<file path="src/rtl/dual_issue_pkg.sv">
// Shared class encoding and register width for the pairing logic.
package dual_issue_pkg;
    parameter int REG_W = 5;
    parameter int SRC_N = 2;
    parameter int CNT_W = 2;

    typedef enum logic [1:0] {
        CLS_ALU = 2'b00,
        CLS_MEM = 2'b01,
        CLS_BR  = 2'b10,
        CLS_ALT = 2'b11
    } ins_cls_t;

    // Fold the spare code onto integer ALU.
    function automatic ins_cls_t norm_cls(input logic [1:0] raw);
        return (raw == 2'b11) ? CLS_ALU : ins_cls_t'(raw);
    endfunction
endpackage

</file>
<file path="src/rtl/dep_check.sv">
// Read-after-write test of the younger instruction against the older one.
// Assumes register 0 is a constant and never carries a dependence.
module dual_issue_dep_check #(
    parameter int REG_W = 5,
    parameter int SRC_N = 2
) (
    input  logic [REG_W-1:0]       prod_dst,
    input  logic [SRC_N*REG_W-1:0] cons_srcs,
    output logic                   depends
);
    logic [SRC_N-1:0] hit;

    // One comparator per source specifier.
    for (genvar s = 0; s < SRC_N; s++) begin : g_src
        assign hit[s] = (cons_srcs[s*REG_W +: REG_W] == prod_dst);
    end

    // A match only counts for a real destination register.
    always_comb begin
        depends = (prod_dst != '0) && (|hit);
    end
endmodule

</file>
<file path="src/rtl/slot_rules.sv">
// Pipe legality by class under the selected pairing policy.
// Assumes the classes have already been folded by norm_cls.
module dual_issue_slot_rules
    import dual_issue_pkg::*;
(
    input  logic     mode_free,
    input  ins_cls_t old_c,
    input  ins_cls_t yng_c,
    output logic     old_needs_p1,
    output logic     yng_p1_ok
);
    // Restricted policy: memory only in pipe 1, branches only in pipe 0.
    always_comb begin
        old_needs_p1 = !mode_free && (old_c == CLS_MEM);
        yng_p1_ok    = mode_free || (yng_c != CLS_BR);
    end
endmodule

</file>
<file path="src/rtl/dual_issue_pair.sv">
// Top of the issue-pair decision. Combinational from the inputs; the
// clock times the assertions and the synchronous reset level gates issue.
module dual_issue_pair
    import dual_issue_pkg::*;
(
    input  logic             clk,
    input  logic             rst_n,
    input  logic             mode_free,
    input  logic             stall,
    input  logic             old_vld,
    input  logic [1:0]       old_cls,
    input  logic [REG_W-1:0] old_dst,
    input  logic             yng_vld,
    input  logic [1:0]       yng_cls,
    input  logic [REG_W-1:0] yng_src_a,
    input  logic [REG_W-1:0] yng_src_b,
    output logic             pipe0_go,
    output logic             pipe1_go,
    output logic             pipe1_old,
    output logic [CNT_W-1:0] issue_cnt
);
    ins_cls_t old_c, yng_c;
    logic     old_needs_p1, yng_p1_ok, depends, can_issue, pair_ok;

    assign old_c = norm_cls(old_cls);
    assign yng_c = norm_cls(yng_cls);

    dual_issue_dep_check #(.REG_W(REG_W), .SRC_N(SRC_N)) u_dep (
        .prod_dst  (old_dst),
        .cons_srcs ({yng_src_b, yng_src_a}),
        .depends   (depends)
    );

    dual_issue_slot_rules u_rules (
        .mode_free    (mode_free),
        .old_c        (old_c),
        .yng_c        (yng_c),
        .old_needs_p1 (old_needs_p1),
        .yng_p1_ok    (yng_p1_ok)
    );

    // Issue decision: the older goes first, the younger joins only if legal.
    always_comb begin
        can_issue = rst_n && !stall && old_vld;
        pair_ok   = yng_vld && !depends && yng_p1_ok && !old_needs_p1;
        pipe0_go  = can_issue && !old_needs_p1;
        pipe1_old = can_issue && old_needs_p1;
        pipe1_go  = pipe1_old || (pipe0_go && pair_ok);
        issue_cnt = CNT_W'(pipe0_go) + CNT_W'(pipe1_go);
    end

    p_stall_quiet_r2: assert property (@(posedge clk) disable iff (!rst_n)
        stall |-> (issue_cnt == '0 && !pipe0_go && !pipe1_go));

    p_order_r4: assert property (@(posedge clk) disable iff (!rst_n)
        (pipe0_go && pipe1_go) |-> !pipe1_old);

    p_branch_p0_r5: assert property (@(posedge clk) disable iff (!rst_n)
        (!mode_free && pipe1_go && !pipe1_old) |-> (yng_cls != 2'b10));

    p_mem_alone_r6: assert property (@(posedge clk) disable iff (!rst_n)
        (!mode_free && !stall && old_vld && old_cls == 2'b01)
            |-> (pipe1_go && pipe1_old && !pipe0_go));

    p_dep_single_r7: assert property (@(posedge clk) disable iff (!rst_n)
        (pipe0_go && old_dst != '0 &&
         (old_dst == yng_src_a || old_dst == yng_src_b)) |-> !pipe1_go);

    p_cnt_match_r10: assert property (@(posedge clk) disable iff (!rst_n)
        $countones({pipe0_go, pipe1_go}) == int'(issue_cnt));
endmodule

</file>
<file path="config.mk">
export PLATFORM = sky130hd
export DESIGN_NAME = dual_issue_pair
export DESIGN_NICKNAME = d
export VERILOG_FILES = /design/src/rtl/dual_issue_pkg.sv /design/src/rtl/dep_check.sv /design/src/rtl/slot_rules.sv /design/src/rtl/dual_issue_pair.sv
export SDC_FILE = /design/constraint.sdc
export NUM_CORES = 1
export LEC_CHECK = 0
export ABC_AREA = 1
export BUFFER_PORTS_ARGS = -buffer_cell sky130_fd_sc_hd__buf_2
export CAP_MARGIN = 25
export CORE_AREA = 2 2 39 41
export DETAILED_ROUTE_END_ITERATION = 6
export DIE_AREA = 0 0 41 43
export PLACE_DENSITY = 0.64
export SYNTH_ARGS = -nofsm -noshare
export SYNTH_HDL_FRONTEND = slang
export SYNTH_SLANG_ARGS = --single-unit
</file>
<file path="constraint.sdc">
create_clock -name vclk -period 1.9
set_clock_uncertainty 0.15 [all_clocks]
set_input_delay 0.095 -clock vclk [all_inputs]
set_output_delay 0.095 -clock vclk [all_outputs]
set_load 0.03 [all_outputs]
</file>
# Word-level counts from Yosys, hierarchy flattened
# Cells that the tools add are included.
word_totals:
  reg_bits: 0
  latchBits: 0
  mem_bits_rw: 0
  mem_bits_ro: 0
  out_inout_bits: 5
  n_memories: 0
classes:
  add_sub_neg: 1
  multipliers: 0
  div_mod_pow: 0
  order_cmp: 0
  eq_ne: 6
  shift: 0
  muxes: 2
  bitwise_logic: 0
  reduce_logical: 18
ops:
  columns: ["operator", "n"]
  rows:
  - ["$eq 5x5->1", 2]
  - ["$logic_and 1x1->1", 10]
  - ["$reduce_bool 5->1", 1]
  - ["$eq 2x2->1 const B", 2]
  - ["$logic_not 1->1", 4]
  - ["$mux 2", 2]
  - ["$add 1x1->2", 1]
  - ["$eq 2x1->1 const B", 1]
  - ["$logic_or 1x1->1", 2]
  - ["$ne 2x2->1 const B", 1]
  - ["$reduce_or 2->1", 1]

# Logic depth before layout (Yosys ltp)
# Gate-level depths: netlist of run 1.
depth:
  depth_word: 10
  ltp_mapped: 10

# Cells and area by module
# A second synthesis of run 1 with hierarchy kept.
unflattened:
  cells_unflattened: 66
  area_unflattened_um2: 302.8
by_module_without_submodules:
  columns: ["mod", "instances", "cells_each", "area_per_inst_um2", "seq_area_each_um2"]
  rows:
  - ["dual_issue_dep_check", 1, 44, 192.7, 0.0]
  - ["dual_issue_pair", 1, 18, 86.3, 0.0]
  - ["dual_issue_slot_rules", 1, 4, 23.8, 0.0]

# Worst setup path before layout of run 1
# No wires, ideal clock.
synth_path:
  kind: "in2out"
  from: "input old_cls[1]"
  to: "output issue_cnt[0]"
  t_arrival_ns: 1.320
  slack_ns: 0.335
  path_stages: 6
  path_buffers: 0
  path_cell_list: "nor3b_1 inv_2 nor2_1 inv_1 nand2_1 ha_1"
synth_lines:
  columns: ["element", "line_no", "rtl"]
  rows:
  - ["from (decl)", "dual_issue_pair.sv:11", "input logic [1:0] old_cls,"]
  - ["$eq 2x2->1", "dual_issue_pkg.sv:16", "return (raw == 2'b11) ? CLS_ALU : ins_cls_t'(raw);"]
  - ["$mux 2 (*)", "dual_issue_pkg.sv:16", null]
  - ["$eq 2x1->1 (*)", "slot_rules.sv:14", "old_needs_p1 = !mode_free && (old_c == CLS_MEM);"]
  - ["$logic_and 1x1->1 (*)", "slot_rules.sv:14", null]
  - ["$logic_and 1x1->1 (*)", "dual_issue_pair.sv:47", "pipe1_old = can_issue && old_needs_p1;"]
  - ["via pipe1_old", "dual_issue_pair.sv:19", "output logic pipe1_old,"]
  - ["$logic_or 1x1->1 (*)", "dual_issue_pair.sv:48", "pipe1_go = pipe1_old || (pipe0_go && pair_ok);"]
  - ["$add 1x1->2 (*)", "dual_issue_pair.sv:49", "issue_cnt = CNT_W'(pipe0_go) + CNT_W'(pipe1_go);"]
  - ["to (decl)", "dual_issue_pair.sv:20", "output logic [CNT_W-1:0] issue_cnt"]
# Mark *: on every way through the listed nets, which the timed path passes. The rest lies on a longest branch.

# Worst setup path after layout of run 1
layout_path:
  from: "input old_dst[0]"
  to: "output issue_cnt[0]"
layout_between:
  elab_chain_cells: 10
layout_rtl:
  columns: ["element", "line_no", "rtl"]
  rows:
  - ["from (decl)", "dual_issue_pair.sv:12", "input logic [REG_W-1:0] old_dst,"]
  - ["$eq 5x5->1", "dep_check.sv:15", "assign hit[s] = (cons_srcs[s*REG_W +: REG_W] == prod_dst);"]
  - ["$reduce_or 2->1", "dep_check.sv:20", "depends = (prod_dst != '0) && (|hit);"]
  - ["$logic_and 1x1->1 (*)", "dep_check.sv:20", null]
  - ["$logic_not 1->1 (*)", "dual_issue_pair.sv:45", "pair_ok = yng_vld && !depends && yng_p1_ok && !old_needs_p1;"]
  - ["$logic_and 1x1->1 (*) (3 in a row)", "dual_issue_pair.sv:45", null]
  - ["$logic_and 1x1->1 (*)", "dual_issue_pair.sv:48", null]
  - ["$logic_or 1x1->1 (*)", "dual_issue_pair.sv:48", null]
  - ["$add 1x1->2 (*)", "dual_issue_pair.sv:49", null]
# Mark *: on every way between the ends. The rest lies on a longest branch, timed or not.

==> flow_summary.html, run 1 <==
<table>
<tr><th>Metric</th><th>Value</th></tr>
<tr><th colspan="2">Status</th></tr>
<tr><td>Status</td><td>finished, final reports clean</td></tr>
<tr><th colspan="2">Place</th></tr>
<tr><td>Half-perimeter wire length of the detailed placement result</td><td>637 um</td></tr>
<tr><td>Number of I/O port buffers</td><td>29</td></tr>
<tr><td>Post-Place Worst Slack</td><td>0.407 ns</td></tr>
<tr><td>Last weighted congestion value of the routability-driven placer</td><td>0.679</td></tr>
<tr><th colspan="2">GRT</th></tr>
<tr><td>Wire length of the first global-routing pass</td><td>897 um</td></tr>
<tr><td>Maximum number of pins on one net before global-route repair</td><td>6</td></tr>
<tr><td>Antenna violations before repair</td><td>0</td></tr>
<tr><td>Total track usage</td><td>6.59%</td></tr>
<tr><td>Number of global-route vias before repair</td><td>278</td></tr>
<tr><td>Overflow after GRT</td><td>0</td></tr>
<tr><th colspan="2">Logic synthesis</th></tr>
<tr><td>Netlist area before placement</td><td>272 um^2</td></tr>
<tr><td>Seq/Total Area, Yosys</td><td>0%</td></tr>
<tr><td>Most frequent cells after synthesis</td><td>sky130_fd_sc_hd__nand2_1, sky130_fd_sc_hd__nor2_1, sky130_fd_sc_hd__inv_1</td></tr>
<tr><td>Number of distinct library cells after synthesis</td><td>9</td></tr>
<tr><td>Avg Inst Size Synth</td><td>4.24 um^2</td></tr>
<tr><td>Top post-synthesis cells by area</td><td>sky130_fd_sc_hd__nand2_1, sky130_fd_sc_hd__nor2_1, sky130_fd_sc_hd__inv_1</td></tr>
<tr><td>Largest area contributor in the netlist</td><td>sky130_fd_sc_hd__nand2_1</td></tr>
<tr><td>Synth Instances</td><td>64</td></tr>
<tr><td>Synthesis warning total</td><td>0</td></tr>
<tr><td>Total nets after synthesis</td><td>90</td></tr>
<tr><td>Most frequent cell after synthesis</td><td>sky130_fd_sc_hd__nand2_1</td></tr>
<tr><td>Portion of synthesized cell area occupied by the leading cell type</td><td>38.7%</td></tr>
<tr><th colspan="2">Clock network</th></tr>
<tr><td>Number of setup buffers added after CTS</td><td>0</td></tr>
<tr><td>Hold-fix buffer count after cts</td><td>0</td></tr>
<tr><td># resized after CTS</td><td>0</td></tr>
<tr><th colspan="2">Worst setup path</th></tr>
<tr><td>Nature of the critical path startpoint</td><td>input pin</td></tr>
<tr><td>Kind of capture point of the worst setup path</td><td>output port</td></tr>
<tr><td>Worst setup path category</td><td>input pin to output port</td></tr>
<tr><td>Maximum fanout along the worst path</td><td>5</td></tr>
<tr><td>Data arrival time of the critical path</td><td>1.24 ns</td></tr>
<tr><td>Worst endpoint required time</td><td>1.65 ns</td></tr>
<tr><th colspan="2">Worst hold path</th></tr>
<tr><td>Hold Path End</td><td>pipe1_old</td></tr>
<tr><td>Worst hold path cell count</td><td>5</td></tr>
<tr><td>Launch point of the worst hold path</td><td>old_cls[1]</td></tr>
<tr><td>Class of the most critical hold timing path</td><td>input pin to output port</td></tr>
<tr><th colspan="2">Timing</th></tr>
<tr><td>Setup repair after global routing missed its margin</td><td>no</td></tr>
<tr><td>Timing-limited maximum frequency</td><td>0.674 GHz</td></tr>
<tr><td>Min Clock Period, post-route</td><td>1.48 ns</td></tr>
<tr><td>Actual transition at the worst max-transition pin</td><td>0.226 ns</td></tr>
<tr><td>Part of the cycle the worst path needs</td><td>78.0%</td></tr>
<tr><td>Final total negative setup slack</td><td>0 ns</td></tr>
<tr><td>Final count of negative-setup-slack endpoints</td><td>0</td></tr>
<tr><td>Relative max-transition margin</td><td>84.9%</td></tr>
<tr><td>Number of hold violations in the final report</td><td>0</td></tr>
<tr><td>Max-slew violation total from the final report</td><td>0</td></tr>
<tr><td>Post-route setup slack</td><td>0.417 ns</td></tr>
<tr><th colspan="2">Drt</th></tr>
<tr><td>Number of optimization iterations in the first detailed-route pass</td><td>4</td></tr>
<tr><td>Routed via count</td><td>426</td></tr>
<tr><td>Remaining number of nets flagged by the antenna check after routing</td><td>0</td></tr>
<tr><td>DR WL/cell</td><td>6.30 um</td></tr>
<tr><td>Final Routed Wirelength</td><td>687 um</td></tr>
<tr><td>Post-detailed-route DRC marker count</td><td>0</td></tr>
<tr><td>Violation count after the first detailed-route iteration</td><td>10</td></tr>
<tr><td>Via density per instance</td><td>3.91</td></tr>
<tr><th colspan="2">Final layout</th></tr>
<tr><td>Synth-to-Final Area Change</td><td>60.8%</td></tr>
<tr><td>Net count reported at finish</td><td>121</td></tr>
<tr><td>Count of clock buffers in the final design</td><td>0</td></tr>
<tr><td>Share of cells above drive strength 1</td><td>36.6%</td></tr>
<tr><td>Number of flip-flops and latches</td><td>0</td></tr>
<tr><td>Antenna diodes</td><td>0</td></tr>
<tr><td>Fillers</td><td>159</td></tr>
<tr><td>FF+latch area</td><td>0 um^2</td></tr>
<tr><th colspan="2">Power</th></tr>
<tr><td>Largest voltage drop on the vdd net</td><td>0.0499 mV</td></tr>
<tr><td>Flop pwr share</td><td>0%</td></tr>
<tr><td>P_leak</td><td>0.327 nW</td></tr>
<tr><td>Combinational share of power</td><td>100.0%</td></tr>
<tr><td>Fraction of power consumed by the clock network</td><td>0%</td></tr>
<tr><td>Net switching fraction of the power</td><td>53.3%</td></tr>
<tr><td>Net load switching power</td><td>41.8 uW</td></tr>
<tr><td>Internal power contribution</td><td>36.6 uW</td></tr>
<tr><td>Total power density per cell area</td><td>179 mW/mm^2</td></tr>
<tr><th colspan="2">Floorplanning</th></tr>
<tr><td>Site Rows</td><td>14</td></tr>
<tr><td>Floorplan die width</td><td>41 um</td></tr>
<tr><td>Total core area</td><td>0.00138 mm^2</td></tr>
<tr><td>Area of the die</td><td>0.00176 mm^2</td></tr>
<tr><td>Die H</td><td>43 um</td></tr>
<tr><td>Effective utilization at floorplan</td><td>19.6%</td></tr>
<tr><td>Top-level port count</td><td>30</td></tr>
<tr><th colspan="2">Flow run</th></tr>
<tr><td>Number of max-cap violations</td><td>0</td></tr>
</table>
==> worst max path at each step <==
stage | to | slack, ns | startpoint | depth (start not counted)
final | issue_cnt[0] | 0.42 | old_dst[0] | 11
after global routing | issue_cnt[0] | 0.32 | old_dst[2] | 12
after CTS | issue_cnt[0] | 0.41 | old_dst[0] | 11
after detailed placement | issue_cnt[0] | 0.41 | old_dst[0] | 11
after global placement | issue_cnt[0] | 0.43 | old_dst[0] | 11
after floorplan | issue_cnt[0] | 0.34 | old_cls[1] | 6
==> stage by stage <==
stage | power [mW] | instance area (um^2) | instances | utilization (%) | hold WS [ns]
finish | 0.0784 | 437 | 109 | 31.6 | 0.414
global route | 0.0896 | 437 | 109 | 31.6 | 0.446
CTS | 0.0795 | 437 | 109 | 31.6 | 0.415
detailed placement | 0.0792 | 437 | 109 | 31.6 | 0.414
global placement | 0.0772 | 437 | 109 | 31.6 | 0.414
floorplan | 0.0420 | 272 | 64 | - | 0.238
==> power groups by stage <==
stage	registers [mW]	clock network (mW)	logic, mW
after floorplan	0	0	0.0420
after global placement	0	0	0.0772
after detailed placement	0	0	0.0792
after CTS	0	0	0.0795
after global routing	0	0	0.0896
final	0	0	0.0784
==> layer usage <==
layer	wire, um	vias to the layer above	track usage (%)
met1	303	169	8.54
met4	0	0	0
li1	-	243	-
met2	338	14	12.2
met3	45	0	0
met5	0	-	0
==> area by class of cell <==
| type | instances | area [um^2] | share of cell area, % |
|---|---|---|---|
| multi-input combinational | 48 | 211 | 48.4 |
| timing repair buffer | 29 | 145 | 33.2 |
| inverter | 16 | 60.1 | 13.8 |
| tap | 16 | 20.0 | 4.58 |
==> worst max-delay path, stage by stage <==
cell and delay (ns):
sky130_fd_sc_hd__buf_2 0.12, sky130_fd_sc_hd__nor2_1 0.10, sky130_fd_sc_hd__nor2_1 0.05, sky130_fd_sc_hd__nor2_1 0.11
sky130_fd_sc_hd__nand3_1 0.08, sky130_fd_sc_hd__nand2_1 0.07, sky130_fd_sc_hd__nand2_1 0.05, sky130_fd_sc_hd__nand2_1 0.07
sky130_fd_sc_hd__nand2_1 0.05, sky130_fd_sc_hd__ha_1 0.26, sky130_fd_sc_hd__buf_2 0.19
==> cells in the final DEF (no fill, tap or decap) <==
cell,instances
sky130_fd_sc_hd__xnor2_1,2
sky130_fd_sc_hd__nand2_1,28
sky130_fd_sc_hd__inv_1,11
sky130_fd_sc_hd__nor3b_1,2
sky130_fd_sc_hd__nor2_1,12
sky130_fd_sc_hd__inv_2,5
sky130_fd_sc_hd__nand3_1,2
sky130_fd_sc_hd__nand4_1,1
sky130_fd_sc_hd__buf_2,29
sky130_fd_sc_hd__ha_1,1
==> kinds of logic after synthesis <==
group / Yosys count / synth area share, %
simple gates: 45 / 66.8
xor+xnor: 2 / 6.45
fa+ha+maj: 1 / 4.61
buf+inv: 16 / 22.1
No activity file was read; power rests on OpenSTA's default activity.
==> run 2, diff against run 1 <==
==> constraint.sdc (replaced) <==
create_clock -name vclk -period 1.49
set_clock_uncertainty 0.15 [all_clocks]
set_input_delay 0.0745 -clock vclk [all_inputs]
set_output_delay 0.0745 -clock vclk [all_outputs]
set_load 0.03 [all_outputs]
==> run 2 against run 1 <==
Critical path depth grew 1. Design area grew 6.3%. Non-clock buffer count grew 1. Global-route usage grew 0.80 points. Wire length grew 4.7%. Largest cell class unchanged. Highest routed layer unchanged.
==> flow_summary.html, run 2 (synthesized netlist as in run 1, its figures left out) <==
<table>
<tr><th>Metric</th><th>Value</th></tr>
<tr><th colspan="2">Floorplanning</th></tr>
<tr><td>Total core area</td><td>0.00138 mm^2 (unchanged)</td></tr>
<tr><td>Site Rows</td><td>14 (unchanged)</td></tr>
<tr><td>Top-level port count</td><td>30 (unchanged)</td></tr>
<tr><td>Floorplan die width</td><td>41 um (unchanged)</td></tr>
<tr><td>Area of the die</td><td>0.00176 mm^2 (unchanged)</td></tr>
<tr><td>Effective utilization at floorplan</td><td>19.6% (unchanged)</td></tr>
<tr><td>Die H</td><td>43 um (unchanged)</td></tr>
<tr><th colspan="2">Timing</th></tr>
<tr><td>Min Clock Period, post-route</td><td>1.43 ns</td></tr>
<tr><td>Part of the cycle the worst path needs</td><td>95.7%</td></tr>
<tr><td>Post-route setup slack</td><td>0.0643 ns (-0.353 ns)</td></tr>
<tr><td>Timing-limited maximum frequency</td><td>0.701 GHz</td></tr>
<tr><td>Final total negative setup slack</td><td>0 ns (unchanged)</td></tr>
<tr><td>Number of hold violations in the final report</td><td>0 (unchanged)</td></tr>
<tr><td>Final count of negative-setup-slack endpoints</td><td>0 (unchanged)</td></tr>
<tr><td>Max-slew violation total from the final report</td><td>0 (unchanged)</td></tr>
<tr><td>Actual transition at the worst max-transition pin</td><td>0.225 ns (-0.000746 ns)</td></tr>
<tr><td>Relative max-transition margin</td><td>84.9% (about the same)</td></tr>
<tr><th colspan="2">Final layout</th></tr>
<tr><td>Count of clock buffers in the final design</td><td>0 (unchanged)</td></tr>
<tr><td>Share of cells above drive strength 1</td><td>40.4% (+3.9 points)</td></tr>
<tr><td>Net count reported at finish</td><td>122 (+0.83%)</td></tr>
<tr><td>Fillers</td><td>160 (+0.63%)</td></tr>
<tr><td>Post-Route Utilization</td><td>33.5% (+2.0 points)</td></tr>
<tr><td>Post-route cell area</td><td>464 um^2 (+6.3%)</td></tr>
<tr><td>Antenna diodes</td><td>0 (unchanged)</td></tr>
<tr><td>Commonest non-fill, non-tap cell in the layout</td><td>sky130_fd_sc_hd__nand2_1</td></tr>
<tr><td>FF+latch area</td><td>0 um^2 (unchanged)</td></tr>
<tr><td>Number of flip-flops and latches</td><td>0 (unchanged)</td></tr>
<tr><td>Most frequent cells in the layout</td><td>sky130_fd_sc_hd__nand2_1, sky130_fd_sc_hd__buf_2, sky130_fd_sc_hd__inv_1</td></tr>
<tr><td>Synth-to-Final Area Change</td><td>71.0%</td></tr>
<tr><th colspan="2">Worst setup path</th></tr>
<tr><td>Worst setup path category</td><td>input pin to output port</td></tr>
<tr><td>Most repeated library cell on the critical path</td><td>sky130_fd_sc_hd__nand2_1</td></tr>
<tr><td>Worst endpoint required time</td><td>1.27 ns (-0.38 ns)</td></tr>
<tr><td>Data arrival time of the critical path</td><td>1.20 ns (-0.04 ns)</td></tr>
<tr><td>Cells along the critical path</td><td>buf_2, inv_2, nand2_1, nand2_1, nor2_1, nand3_1, nand2_1, nand2_1, nand2_1, nand2_1, ha_1, buf_6</td></tr>
<tr><td>Nature of the critical path startpoint</td><td>input pin</td></tr>
<tr><td>CP max-delay cell</td><td>sky130_fd_sc_hd__ha_1</td></tr>
<tr><td>Largest incremental delay on the critical path</td><td>0.30 ns (+0.04 ns)</td></tr>
<tr><td>Maximum fanout along the worst path</td><td>3 (-2)</td></tr>
<tr><td>Kind of capture point of the worst setup path</td><td>output port</td></tr>
<tr><th colspan="2">Drt</th></tr>
<tr><td>Routed via count</td><td>428 (+0.47%)</td></tr>
<tr><td>Violation count after the first detailed-route iteration</td><td>9 (-1)</td></tr>
<tr><td>Metal-1 WL</td><td>338 um (+12%)</td></tr>
<tr><td>Met3 WL post-DR</td><td>49 um (+8.9%)</td></tr>
<tr><td>DR WL/cell</td><td>6.54 um (+3.7%)</td></tr>
<tr><td>Via density per instance</td><td>3.89 (-0.44%)</td></tr>
<tr><td>Max layer used</td><td>met3</td></tr>
<tr><td>Final Routed Wirelength</td><td>719 um (+4.7%)</td></tr>
<tr><td>Post-detailed-route DRC marker count</td><td>0 (unchanged)</td></tr>
<tr><td>Remaining number of nets flagged by the antenna check after routing</td><td>0 (unchanged)</td></tr>
<tr><td>Routed wire length on met2</td><td>331 um (-2.1%)</td></tr>
<tr><td>Number of optimization iterations in the first detailed-route pass</td><td>6 (+2)</td></tr>
<tr><th colspan="2">GRT</th></tr>
<tr><td>Wire length of the first global-routing pass</td><td>986 um (+9.9%)</td></tr>
<tr><td>Overflow after GRT</td><td>0 (unchanged)</td></tr>
<tr><td>Number of global-route vias before repair</td><td>279 (+0.36%)</td></tr>
<tr><td>Maximum number of pins on one net before global-route repair</td><td>6 (unchanged)</td></tr>
<tr><td>Total track usage</td><td>7.39% (+0.80 points)</td></tr>
<tr><td>Antenna violations before repair</td><td>0 (unchanged)</td></tr>
<tr><th colspan="2">Power</th></tr>
<tr><td>P_leak</td><td>0.334 nW (+2.1%)</td></tr>
<tr><td>Internal power contribution</td><td>52.6 uW (+44%)</td></tr>
<tr><td>Combinational share of power</td><td>100.0% (about the same)</td></tr>
<tr><td>Net load switching power</td><td>55.5 uW (+33%)</td></tr>
<tr><td>Total power density per cell area</td><td>233 mW/mm^2 (+30%)</td></tr>
<tr><td>Flop pwr share</td><td>0% (unchanged)</td></tr>
<tr><td>Largest voltage drop on the vdd net</td><td>0.0750 mV (+50%)</td></tr>
<tr><td>Net switching fraction of the power</td><td>51.3% (-2.0 points)</td></tr>
<tr><td>Fraction of power consumed by the clock network</td><td>0% (unchanged)</td></tr>
<tr><th colspan="2">Place</th></tr>
<tr><td>Last weighted congestion value of the routability-driven placer</td><td>0.669 (-1.5%)</td></tr>
<tr><td>Area after detailed placement</td><td>439 um^2 (+0.57%)</td></tr>
<tr><td>Post-Place Worst Slack</td><td>0.0428 ns (-0.364 ns)</td></tr>
<tr><td>Half-perimeter wire length of the detailed placement result</td><td>636 um (-0.17%)</td></tr>
<tr><td>Number of I/O port buffers</td><td>29 (unchanged)</td></tr>
<tr><th colspan="2">Worst hold path</th></tr>
<tr><td>Worst hold path cell count</td><td>5 (unchanged)</td></tr>
<tr><td>Class of the most critical hold timing path</td><td>input pin to output port</td></tr>
<tr><th colspan="2">Status</th></tr>
<tr><td>Status</td><td>finished, final reports clean</td></tr>
<tr><th colspan="2">Flow run</th></tr>
<tr><td>Number of max-cap violations</td><td>0 (unchanged)</td></tr>
</table>
run 2: changes by cell type in the layout (fill, tap and decap cells not counted), sizes merged:
cell	before	now
buf	29	30
run 2: worst max-delay path: cells and delay by family:
family / cells / cell delay (ns)
buffers and inverters: 3 / 0.29
adders and majority gates: 1 / 0.30
and+or+nand+nor: 8 / 0.53
run 2: through the flow:
step / hold WS (ns) / power, mW / instances
5_1_grt: 0.406 / 0.123 / 110
3_3_place_gp: 0.369 / 0.0989 / 109
4_1_cts: 0.374 / 0.101 / 109
6_report: 0.373 / 0.108 / 110
3_5_place_dp: 0.373 / 0.101 / 109
2_1_floorplan: 0.157 / 0.0540 / 64
run 2: path summary, 6_finish.rpt:
path                       start            to  slack, ns
worst max-delay path  old_dst[4]  issue_cnt[0]       0.06
worst min-delay path  old_cls[1]     pipe1_old       0.37
run 2: cell type report:
cell class	instances	area (um^2)	area share (%)
multi-input cells	48	219	47.2
repair buffers	30	165	35.6
inverters	16	60.1	12.9
well taps	16	20.0	4.31
run 2: per-layer routing:
layer	track usage (%)	up-vias
li1	-	245
met1	10.8	168
met2	12.5	15
met3	0	0
met4	0	0
met5	0	-
run 2: what timing repair did:
action	4_1_cts	5_1_grt
endpoints found under the setup margin	0	1
buffers inserted	0	1
hold buffers	0	0
gates resized for setup	0	7
run 2: power by group through the flow:
stage               Clock [mW]  Sequential [mW]  Combinational [mW]
floorplan                    0                0              0.0540
global placement             0                0              0.0989
detailed placement           0                0               0.101
CTS                          0                0               0.101
global route                 0                0               0.123
finish                       0                0               0.108
==> run 3, diff against run 2 <==
==> constraint.sdc (replaced) <==
create_clock -name vclk -period 1.65
set_clock_uncertainty 0.15 [all_clocks]
set_input_delay 0.0825 -clock vclk [all_inputs]
set_output_delay 0.0825 -clock vclk [all_outputs]
set_load 0.03 [all_outputs]
==> run 3 against run 2 <==
Combinational power is 17% lower. Via count is 0.70% lower. Setup slack better by 0.13 ns. Global-route usage stayed put. Sequential share of layout area stayed put. First-iteration DRC count is 56% lower. Die area stayed put. Clock-buffer cell count stayed put. Core utilization is 2.0 points lower. Design area is 5.9% lower. Critical endpoint unchanged. Highest routed layer unchanged.
==> flow_summary.html, run 3 (synthesized netlist as in run 1, its figures left out) <==
<table>
<tr><th>Metric</th><th>Value</th></tr>
<tr><th colspan="2">Timing</th></tr>
<tr><td>Final count of negative-setup-slack endpoints</td><td>0 (unchanged)</td></tr>
<tr><td>Number of hold violations in the final report</td><td>0 (unchanged)</td></tr>
<tr><td>Setup repair after global routing missed its margin</td><td>no</td></tr>
<tr><td>Max-slew violation total from the final report</td><td>0 (unchanged)</td></tr>
<tr><td>Relative max-transition margin</td><td>84.9% (about the same)</td></tr>
<tr><td>Min Clock Period, post-route</td><td>1.45 ns</td></tr>
<tr><td>Part of the cycle the worst path needs</td><td>88.0%</td></tr>
<tr><td>Final total negative setup slack</td><td>0 ns (unchanged)</td></tr>
<tr><td>Timing-limited maximum frequency</td><td>0.689 GHz</td></tr>
<tr><td>Actual transition at the worst max-transition pin</td><td>0.226 ns (+0.000836 ns)</td></tr>
<tr><th colspan="2">Final layout</th></tr>
<tr><td>Commonest non-fill, non-tap cell in the layout</td><td>sky130_fd_sc_hd__buf_2</td></tr>
<tr><td>Fillers</td><td>157 (-1.9%)</td></tr>
<tr><td>Net count reported at finish</td><td>121 (-0.82%)</td></tr>
<tr><td>Antenna diodes</td><td>0 (unchanged)</td></tr>
<tr><td>FF+latch area</td><td>0 um^2 (unchanged)</td></tr>
<tr><td>Number of non-filler instances in the completed layout</td><td>109 (-0.91%)</td></tr>
<tr><td>Share of cells above drive strength 1</td><td>36.6% (-3.9 points)</td></tr>
<tr><td>Most frequent cells in the layout</td><td>sky130_fd_sc_hd__buf_2, sky130_fd_sc_hd__nand2_1, sky130_fd_sc_hd__nor2_1</td></tr>
<tr><td>Post-Route Utilization</td><td>31.6% (-2.0 points)</td></tr>
<tr><td>Count of clock buffers in the final design</td><td>0 (unchanged)</td></tr>
<tr><td>Synth-to-Final Area Change</td><td>60.8%</td></tr>
<tr><td>Number of flip-flops and latches</td><td>0 (unchanged)</td></tr>
<tr><th colspan="2">Worst setup path</th></tr>
<tr><td>Kind of capture point of the worst setup path</td><td>output port</td></tr>
<tr><td>Maximum fanout along the worst path</td><td>5 (+2)</td></tr>
<tr><td>Worst setup path category</td><td>input pin to output port</td></tr>
<tr><td>Data arrival time of the critical path</td><td>1.22 ns (+0.02 ns)</td></tr>
<tr><td>Nature of the critical path startpoint</td><td>input pin</td></tr>
<tr><td>Worst endpoint required time</td><td>1.42 ns (+0.15 ns)</td></tr>
<tr><th colspan="2">Drt</th></tr>
<tr><td>Via density per instance</td><td>3.90 (+0.21%)</td></tr>
<tr><td>Post-detailed-route DRC marker count</td><td>0 (unchanged)</td></tr>
<tr><td>Routed via count</td><td>425 (-0.70%)</td></tr>
<tr><td>Number of optimization iterations in the first detailed-route pass</td><td>4 (-2)</td></tr>
<tr><td>Final Routed Wirelength</td><td>694 um (-3.5%)</td></tr>
<tr><td>DR WL/cell</td><td>6.37 um (-2.6%)</td></tr>
<tr><td>Violation count after the first detailed-route iteration</td><td>4 (-5)</td></tr>
<tr><td>Remaining number of nets flagged by the antenna check after routing</td><td>0 (unchanged)</td></tr>
<tr><th colspan="2">GRT</th></tr>
<tr><td>Number of global-route vias before repair</td><td>299 (+7.2%)</td></tr>
<tr><td>Wire length of the first global-routing pass</td><td>1.00 mm (+1.4%)</td></tr>
<tr><td>Antenna violations before repair</td><td>0 (unchanged)</td></tr>
<tr><td>Overflow after GRT</td><td>0 (unchanged)</td></tr>
<tr><td>Maximum number of pins on one net before global-route repair</td><td>6 (unchanged)</td></tr>
<tr><td>Total track usage</td><td>7.39% (unchanged)</td></tr>
<tr><th colspan="2">Power</th></tr>
<tr><td>P_leak</td><td>0.327 nW (-2.1%)</td></tr>
<tr><td>Largest voltage drop on the vdd net</td><td>0.0608 mV (-19%)</td></tr>
<tr><td>Power after layout</td><td>90.1 uW (-17%)</td></tr>
<tr><td>Total power density per cell area</td><td>206 mW/mm^2 (-11%)</td></tr>
<tr><th colspan="2">Floorplanning</th></tr>
<tr><td>Effective utilization at floorplan</td><td>19.6% (unchanged)</td></tr>
<tr><td>Site Rows</td><td>14 (unchanged)</td></tr>
<tr><td>Total core area</td><td>0.00138 mm^2 (unchanged)</td></tr>
<tr><td>Die H</td><td>43 um (unchanged)</td></tr>
<tr><td>Floorplan die width</td><td>41 um (unchanged)</td></tr>
<tr><td>Area of the die</td><td>0.00176 mm^2 (unchanged)</td></tr>
<tr><td>Top-level port count</td><td>30 (unchanged)</td></tr>
<tr><th colspan="2">Clock network</th></tr>
<tr><td>Hold-fix buffer count after cts</td><td>0 (unchanged)</td></tr>
<tr><td>Number of setup buffers added after CTS</td><td>0 (unchanged)</td></tr>
<tr><td># resized after CTS</td><td>0 (unchanged)</td></tr>
<tr><th colspan="2">Worst hold path</th></tr>
<tr><td>Class of the most critical hold timing path</td><td>input pin to output port</td></tr>
<tr><th colspan="2">Place</th></tr>
<tr><td>Dpl cells</td><td>109 (unchanged)</td></tr>
<tr><td>Last weighted congestion value of the routability-driven placer</td><td>0.679 (+1.6%)</td></tr>
<tr><td>Number of I/O port buffers</td><td>29 (unchanged)</td></tr>
<tr><td>Half-perimeter wire length of the detailed placement result</td><td>645 um (+1.4%)</td></tr>
<tr><th colspan="2">Flow run</th></tr>
<tr><td>Number of max-cap violations</td><td>0 (unchanged)</td></tr>
<tr><th colspan="2">Status</th></tr>
<tr><td>Status</td><td>finished, final reports clean</td></tr>
</table>
==> run 3: changes by cell type in the layout (fill, tap and decap cells not counted) <==
cell	change
sky130_fd_sc_hd__nor2_2	-3
sky130_fd_sc_hd__buf_2	+2
sky130_fd_sc_hd__nor2_1	+3
sky130_fd_sc_hd__buf_4	-1
sky130_fd_sc_hd__buf_6	-2
==> run 3: final cells by class <==
class / count / area, um^2 / area share, %
Multi-Input combinational cell: 48 / 211 / 48.4
Timing Repair Buffer: 29 / 145 / 33.2
Inverter: 16 / 60.1 / 13.8
Tap cell: 16 / 20.0 / 4.58
==> run 3: worst paths after layout <==
path                   start            to  slack [ns]  cells after the start
hold / removal    old_cls[1]     pipe1_old        0.40                      5
setup / recovery  old_dst[0]  issue_cnt[0]        0.20                     11
==> run 3: stage by stage <==
| step | area [um^2] | hold slack (ns) | setup slack [ns] |
|---|---|---|---|
| after floorplan | 272 | 0.213 | 0.110 |
| after global placement | 437 | 0.389 | 0.205 |
| after detailed placement | 437 | 0.394 | 0.180 |
| after CTS | 437 | 0.395 | 0.178 |
| after global routing | 437 | 0.421 | 0.0754 |
| final | 437 | 0.395 | 0.198 |
==> run 3: where the power goes <==
group | internal (mW) | switching [mW] | leakage [nW]
Sequential | 0 | 0 | 0
Clock | 0 | 0 | 0
Combinational | 0.0421 | 0.0480 | 0.327
==> run 3: layer usage <==
metal	up-vias	part of all wire (%)	wire, um	track usage (%)
met3	0	5.6	39	0
li1	241	-	-	-
met4	0	0	0	0
met5	-	0	0	0
met2	12	49	338	12.8
met1	172	45	315	10.4
==> run 3: critical path, stage by stage <==
cell	delay [ns]
sky130_fd_sc_hd__buf_2	0.13
sky130_fd_sc_hd__nor2_1	0.10
sky130_fd_sc_hd__nor2_1	0.05
sky130_fd_sc_hd__nor2_1	0.10
sky130_fd_sc_hd__nand3_1	0.08
sky130_fd_sc_hd__nand2_1	0.07
sky130_fd_sc_hd__nand2_1	0.04
sky130_fd_sc_hd__nand2_1	0.07
sky130_fd_sc_hd__nand2_1	0.05
sky130_fd_sc_hd__ha_1	0.26
sky130_fd_sc_hd__buf_2	0.19
